## src/rtl/pgwb_pkg.sv

```systemverilog
package pgwb_pkg;

  // One decoded action per cycle; strobes are reduced to this by priority.
  typedef enum logic [2:0] {
    OP_IDLE   = 3'd0,
    OP_LOAD   = 3'd1,
    OP_DATA   = 3'd2,
    OP_NEXT   = 3'd3,
    OP_COMMIT = 3'd4
  } pgwb_op_e;

endpackage

```

## src/rtl/pgwb_ptr.sv

```systemverilog
module pgwb_ptr
  import pgwb_pkg::*;
#(
  parameter int AW = 8,
  parameter int PW = 4
) (
  input  logic          clk,
  input  logic          rst_n,
  input  pgwb_op_e      op,
  input  logic [AW-1:0] load_addr,
  output logic [AW-1:0] ptr
);

  logic [AW-1:0] ptr_q, ptr_d;
  logic          ptr_en;
  logic [PW-1:0] slot_inc;

  assign slot_inc = ptr_q[PW-1:0] + {{(PW-1){1'b0}}, 1'b1};

  always_comb begin
    ptr_d  = ptr_q;
    ptr_en = 1'b0;
    unique case (op)
      OP_LOAD: begin
        ptr_d  = load_addr;
        ptr_en = 1'b1;
      end
      OP_DATA: begin
        ptr_d  = {ptr_q[AW-1:PW], slot_inc};
        ptr_en = 1'b1;
      end
      OP_NEXT: begin
        ptr_d  = ptr_q + {{(AW-1){1'b0}}, 1'b1};
        ptr_en = 1'b1;
      end
      default: begin
        ptr_d  = ptr_q;
        ptr_en = 1'b0;
      end
    endcase
  end

  always_ff @(posedge clk or negedge rst_n) begin
    if (!rst_n) begin
      ptr_q <= '0;
    end else if (ptr_en) begin
      ptr_q <= ptr_d;
    end
  end

  assign ptr = ptr_q;

endmodule

```

## src/rtl/pgwb_buf.sv

```systemverilog
module pgwb_buf
  import pgwb_pkg::*;
#(
  parameter int AW = 8,
  parameter int PW = 4,
  parameter int DW = 8,
  localparam int DEPTH  = 1 << PW,
  localparam int PAGE_W = AW - PW
) (
  input  logic                        clk,
  input  logic                        rst_n,
  input  pgwb_op_e                    op,
  input  logic [PAGE_W-1:0]           load_page,
  input  logic [PW-1:0]               slot,
  input  logic [DW-1:0]               wdata,
  output logic [PAGE_W-1:0]           page,
  output logic [DEPTH-1:0]            mask,
  output logic [DEPTH-1:0][DW-1:0]    data
);

  logic [PAGE_W-1:0]        page_q;
  logic [DEPTH-1:0]         mask_q, mask_d;
  logic                     mask_en;
  logic [DEPTH-1:0][DW-1:0] data_q;

  // page register: captured when a burst opens
  always_ff @(posedge clk or negedge rst_n) begin
    if (!rst_n) begin
      page_q <= '0;
    end else if (op == OP_LOAD) begin
      page_q <= load_page;
    end
  end

  // valid mask
  always_comb begin
    mask_d  = mask_q;
    mask_en = 1'b0;
    unique case (op)
      OP_LOAD, OP_COMMIT: begin
        mask_d  = '0;
        mask_en = 1'b1;
      end
      OP_DATA: begin
        mask_d       = mask_q;
        mask_d[slot] = 1'b1;
        mask_en      = 1'b1;
      end
      default: begin
        mask_d  = mask_q;
        mask_en = 1'b0;
      end
    endcase
  end

  always_ff @(posedge clk or negedge rst_n) begin
    if (!rst_n) begin
      mask_q <= '0;
    end else if (mask_en) begin
      mask_q <= mask_d;
    end
  end

  // slot storage, one enable per slot
  for (genvar s = 0; s < DEPTH; s++) begin : g_slot
    logic slot_en;
    assign slot_en = (op == OP_DATA) && (slot == PW'(s));
    always_ff @(posedge clk or negedge rst_n) begin
      if (!rst_n) begin
        data_q[s] <= '0;
      end else if (slot_en) begin
        data_q[s] <= wdata;
      end
    end
  end

  assign page = page_q;
  assign mask = mask_q;
  assign data = data_q;

endmodule

```

## src/rtl/pgwb_array.sv

```systemverilog
module pgwb_array #(
  parameter int AW = 8,
  parameter int PW = 4,
  parameter int DW = 8,
  localparam int DEPTH  = 1 << PW,
  localparam int PAGE_W = AW - PW,
  localparam int WORDS  = 1 << AW
) (
  input  logic                     clk,
  input  logic                     rst_n,
  input  logic [PAGE_W-1:0]        wr_page,
  input  logic [DEPTH-1:0]         slot_we,
  input  logic [DEPTH-1:0][DW-1:0] slot_data,
  input  logic [AW-1:0]            rd_addr,
  output logic [DW-1:0]            rd_data
);

  logic [DW-1:0] mem_q [WORDS];

  for (genvar w = 0; w < WORDS; w++) begin : g_word
    localparam logic [PAGE_W-1:0] PG_ID = PAGE_W'(w >> PW);
    localparam int                SL    = w % DEPTH;
    logic word_en;
    assign word_en = slot_we[SL] && (wr_page == PG_ID);
    always_ff @(posedge clk or negedge rst_n) begin
      if (!rst_n) begin
        mem_q[w] <= '0;
      end else if (word_en) begin
        mem_q[w] <= slot_data[SL];
      end
    end
  end

  assign rd_data = mem_q[rd_addr];

endmodule

```

## src/rtl/pgwb_top.sv

```systemverilog
module pgwb_top
  import pgwb_pkg::*;
#(
  parameter int AW = 8,
  parameter int PW = 4,
  parameter int DW = 8
) (
  input  logic          clk,
  input  logic          rst_n,
  input  logic          ld_addr_i,
  input  logic [AW-1:0] addr_i,
  input  logic          wr_byte_i,
  input  logic [DW-1:0] wdata_i,
  input  logic          rd_adv_i,
  input  logic          commit_i,
  input  logic          perm_lo_i,
  input  logic          perm_hi_i,
  output logic [AW-1:0] ptr_o,
  output logic [DW-1:0] rdata_o
);

  localparam int DEPTH  = 1 << PW;
  localparam int PAGE_W = AW - PW;

  pgwb_op_e                 op;
  logic [AW-1:0]            ptr;
  logic [PAGE_W-1:0]        page;
  logic [DEPTH-1:0]         mask;
  logic [DEPTH-1:0][DW-1:0] bdata;
  logic                     half_ok;
  logic [DEPTH-1:0]         slot_we;

  // strobe priority: load > data > read-advance > commit
  always_comb begin
    if (ld_addr_i)      op = OP_LOAD;
    else if (wr_byte_i) op = OP_DATA;
    else if (rd_adv_i)  op = OP_NEXT;
    else if (commit_i)  op = OP_COMMIT;
    else                op = OP_IDLE;
  end

  pgwb_ptr #(.AW(AW), .PW(PW)) ptr_i (
    .clk       (clk),
    .rst_n     (rst_n),
    .op        (op),
    .load_addr (addr_i),
    .ptr       (ptr)
  );

  pgwb_buf #(.AW(AW), .PW(PW), .DW(DW)) buf_i (
    .clk       (clk),
    .rst_n     (rst_n),
    .op        (op),
    .load_page (addr_i[AW-1:PW]),
    .slot      (ptr[PW-1:0]),
    .wdata     (wdata_i),
    .page      (page),
    .mask      (mask),
    .data      (bdata)
  );

  // a page never straddles the halves, so one permit covers the page
  assign half_ok = page[PAGE_W-1] ? perm_hi_i : perm_lo_i;
  assign slot_we = mask & {DEPTH{(op == OP_COMMIT) && half_ok}};

  pgwb_array #(.AW(AW), .PW(PW), .DW(DW)) arr_i (
    .clk       (clk),
    .rst_n     (rst_n),
    .wr_page   (page),
    .slot_we   (slot_we),
    .slot_data (bdata),
    .rd_addr   (ptr),
    .rd_data   (rdata_o)
  );

  assign ptr_o = ptr;

endmodule

```

## config.mk

```make
export PLATFORM = sky130hd
export DESIGN_NAME = pgwb_top
export DESIGN_NICKNAME = d
export VERILOG_FILES = /design/src/rtl/pgwb_pkg.sv /design/src/rtl/pgwb_ptr.sv /design/src/rtl/pgwb_buf.sv /design/src/rtl/pgwb_array.sv /design/src/rtl/pgwb_top.sv
export SDC_FILE = /design/constraint.sdc
export NUM_CORES = 2
export LEC_CHECK = 0
export ABC_CLOCK_PERIOD_IN_PS = 2810
export BUFFER_PORTS_ARGS = -buffer_cell sky130_fd_sc_hd__buf_2
export CORE_MARGIN = 2
export CORE_UTILIZATION = 58
export CTS_CLUSTER_SIZE = 12
export DETAILED_ROUTE_END_ITERATION = 12
export GPL_TIMING_DRIVEN = 0
export PLACE_DENSITY = 0.77
export SLEW_MARGIN = 20
export SYNTH_ARGS = -nofsm -noshare
export SYNTH_HDL_FRONTEND = slang
export SYNTH_HIERARCHICAL = 1
export SYNTH_SLANG_ARGS = --single-unit
```

## constraint.sdc

```tcl
create_clock -name clk -period 2.81 [get_ports clk]
set_input_delay 0.4215 -clock clk [delete_from_list [all_inputs] [get_ports clk]]
set_output_delay 0.4215 -clock clk [all_outputs]
set_load 0.05 [all_outputs]
```

==> out/results.txt <==
Design Area, Final - 118,000 um^2
Inst Count DP - 8,829
crit-path max cell delay - 0.95 ns
CTS tree - built
Synth Area in Compound Gates - 3.18%
number of global-route vias before repair - 68,700
Slew HR - 13.9%
status - complete, but fails checks
Seq. cell area - 55,200 um^2
Crit. End Element - primary output
Die Area - 176,000 um^2
Worst Path Max Fanout - 10
hold worst-path end - buf_i/data[22]$_DFFE_PN0P_
Setup CP Type - reg2out
Area Growth Syn to Fin - 17.7%
post-synthesis mux area share - 36.3%
CTS clk-pin slew, worst paths - 0.06 ns
Leak - 56.9 nW
Hold Path Cell Cnt - 2
DRT antenna net count - 0
sequential share of the synthesized area - 55.1%
largest family of logic cells by synthesized area - multiplexers
syn_nets - 6,455
root buf cell - clkbuf_16
Post-synth top flop - dfrtp_1
clock tree buffer depth - 3
global-route wire length before repair - 636,000 um
vias per cell - 7.51
Async S/R FF share, synth - 100%
synthesized area - 100,000 um^2
post-detailed-routing wire length - 490,000 um
reg2reg setup slack - -0.19 ns
Die W - 420 um
Reg2Reg Depth - 7
Worst Skew - 0.0751 ns
most frequent cells in the layout - 2,199 x mux2_2, 2,195 x dfrtp_1, 363 x mux4_2
clk sinks - 2,204
Post-DP HPWL - 341,000 um
Max-Cap Viols - 0
CP delay by family, top - compound AO/OA/AOI/OAI gates
nets - 7,000
Setup-failing EPs final - 1,278
Cell Chain, Critical Path - buf_12 > nand2b_2 > clkbuf_8 > buf_4 > o221ai_4 > a22oi_2 > o22ai_2 > nor3_4 > nor3_4 > buf_6
failing checks - setup timing
hold_sp - wdata_i[6]
Num CTS Buffers - 221
Clk Latency, worst-skew pair - 0.98 ns
power density cells - 736 nW/um^2
die height - 420 um
Seq cells post-synth - 2,204
row count - 152
Starting DRT DRC Count - 11,200
post-route minimum period - 5.23 ns
number of hold violations in the final report - 0
CP Data Arrival Time - 4.80 ns
worst slew pin tran - 1.29 ns
drt pass-1 iters - 9
fmax - 191 MHz
commonest non-fill, non-tap cell in the layout - mux2_2
post-route setup slack - -2.42 ns
Worst path slowest cell - a22oi_2
multi-input logic area - 44,500 um^2
Ys Warns - 6
Post-Synth Adder-Cell Area - 0.0125%
WL per Instance - 51.8 um
worst hold path class - in2reg
vias post-DR - 71,100
Filler Cells Inserted - 11,300
I/O pins - 40
Avg Cell Area, Syn - 15.6 um^2
setup TNS - -351.22 ns
largest net degree at the start of global routing - 141
pre-CTS setup slack - -4.06 ns
final core utilization - 68.7%
Syn Inst Count - 6,430
DR DRC count - 0
synth unique cells - 102
Final Max Slew Viols - 0
Simple-Gate Fraction of Synth Area - 2.84%
fraction of synthesized cell area in xor and xnor cells - 0.00874%
RR Endpoint - arr_i/mem_q[1104]$_DFFE_PN0P_
Fin Hold WS - 0.0765 ns
GRT Total Usage - 56.0%
placer congestion estimate - 1.12
Cell Area, Placed - 105,000 um^2
H-tree levels - 4
most used cell, CP - nor3_4
period utilization - 186%
global route overflow - 0
Power Total - 86.8 mW
PortBufs - 39
Critical Path RT - 2.39 ns
Cell Count, Final, Fillers Out - 9,466
VDD IR max - 859 uV
worst path buffer plus inverter count - 4
layout cell share with drive strength beyond 1 - 54.4%
number of enable flip-flop cells after synthesis - 0
RSZ-0062 raised after global routing - yes
Worst setup SP type - register
initial antenna violation count - 65
reg2reg start - buf_i/page[3]$_DFFE_PN0N_
Initial Util - 58.4%
area of the core - 172,000 um^2
routing by layer:
metal / track usage [%] / wire length [um] / vias to the layer above
met5: 0.834 / 572 / -
met4: 45.4 / 50400 / 41
met3: 33.8 / 82600 / 1668
met2: 72.3 / 192000 / 6146
met1: 65.9 / 165000 / 37800
li1: - / - / 25400
worst max path at each step:
stage,startpoint,to,slack (ns),cells past startpoint
2_1_floorplan,ptr_i/ptr[0]$_DFFE_PN0P_,rdata_o[1],-0.39,12
3_3_place_gp,rst_n,ptr_i/ptr[0]$_DFFE_PN0P_,-52.94,1
3_5_place_dp,ptr_i/ptr[1]$_DFFE_PN0P_,rdata_o[7],-4.06,11
4_1_cts,ptr_i/ptr[0]$_DFFE_PN0P_,rdata_o[2],-2.15,12
5_1_grt,ptr_i/ptr[0]$_DFFE_PN0P_,rdata_o[6],-2.15,13
6_report,ptr_i/ptr[1]$_DFFE_PN0P_,rdata_o[6],-2.42,10
layout make-up:
cell class | count | area share, %
clock inverters | 40 | 0.570
flip-flops and latches | 2204 | 46.8
multi-input cells | 3799 | 37.8
repair buffers | 326 | 3.26
plain buffers | 401 | 3.66
inverters | 22 | 0.0764
diodes | 45 | 0.0955
well taps | 2310 | 2.45
clock buffers | 319 | 5.32
synth_stat cells, types with 11 or more instances:
cell type | number | area share [%]
mux2_2 | 2199 | 25
nor3b_1 | 13 | 0.097
nor2_1 | 37 | 0.14
buf_6 | 36 | 0.40
mux4_1 | 69 | 1.8
a21oi_1 | 77 | 0.38
nor4_1 | 12 | 0.075
nand2b_1 | 20 | 0.12
a211oi_1 | 22 | 0.16
buf_8 | 12 | 0.18
a2111oi_0 | 11 | 0.096
a21boi_0 | 17 | 0.13
nand3_1 | 23 | 0.11
o21ai_0 | 31 | 0.15
a22o_1 | 15 | 0.13
a22oi_1 | 86 | 0.64
nor2b_1 | 25 | 0.16
clkbuf_1 | 220 | 0.82
clkbuf_8 | 20 | 0.27
o221ai_1 | 55 | 0.48
buf_12 | 12 | 0.24
mux4_2 | 357 | 8.0
a221oi_1 | 12 | 0.10
buf_2 | 64 | 0.32
o22ai_1 | 35 | 0.22
inv_1 | 19 | 0.071
nand2_1 | 309 | 1.2
mux2i_1 | 168 | 1.7
nor3_1 | 40 | 0.20
buf_4 | 30 | 0.22
dfrtp_1 | 2204 | 55
registers in the layout (all words and copies together), names as in the netlist:
register	count
buf_i/page	4
ptr_i/ptr	8
buf_i/mask	16
arr_i/mem_q	2048
buf_i/data	128
cells by family after synthesis:
kind of cell	Yosys count
AO/OA/AOI/OAI	438
multiplexers	2795
AND/OR/NAND/NOR	564
adder cells (fa/ha/maj)	1
flip-flops	2204
buffers and inverters	427
XOR/XNOR	1
power breakdown:
group,switching (mW),total [mW],internal [mW]
sequential,3.15,35.5,32.3
combinational,15.9,21.7,5.81
clock,13.4,29.6,16.2
total,32.5,86.8,54.3
timing repair:
| action | 4_1_cts | 5_1_grt |
|---|---|---|
| endpoints found under the setup margin | 1750 | 1818 |
| pin swaps | 77 | 38 |
| hold endpoints to repair | 469 | 443 |
| hold buffers | 12 | 1 |
| cloned | 1 | 4 |
| resized for setup | 763 | 122 |
| buffers inserted | 163 | 56 |
Power figures use the tool's default switching activity.
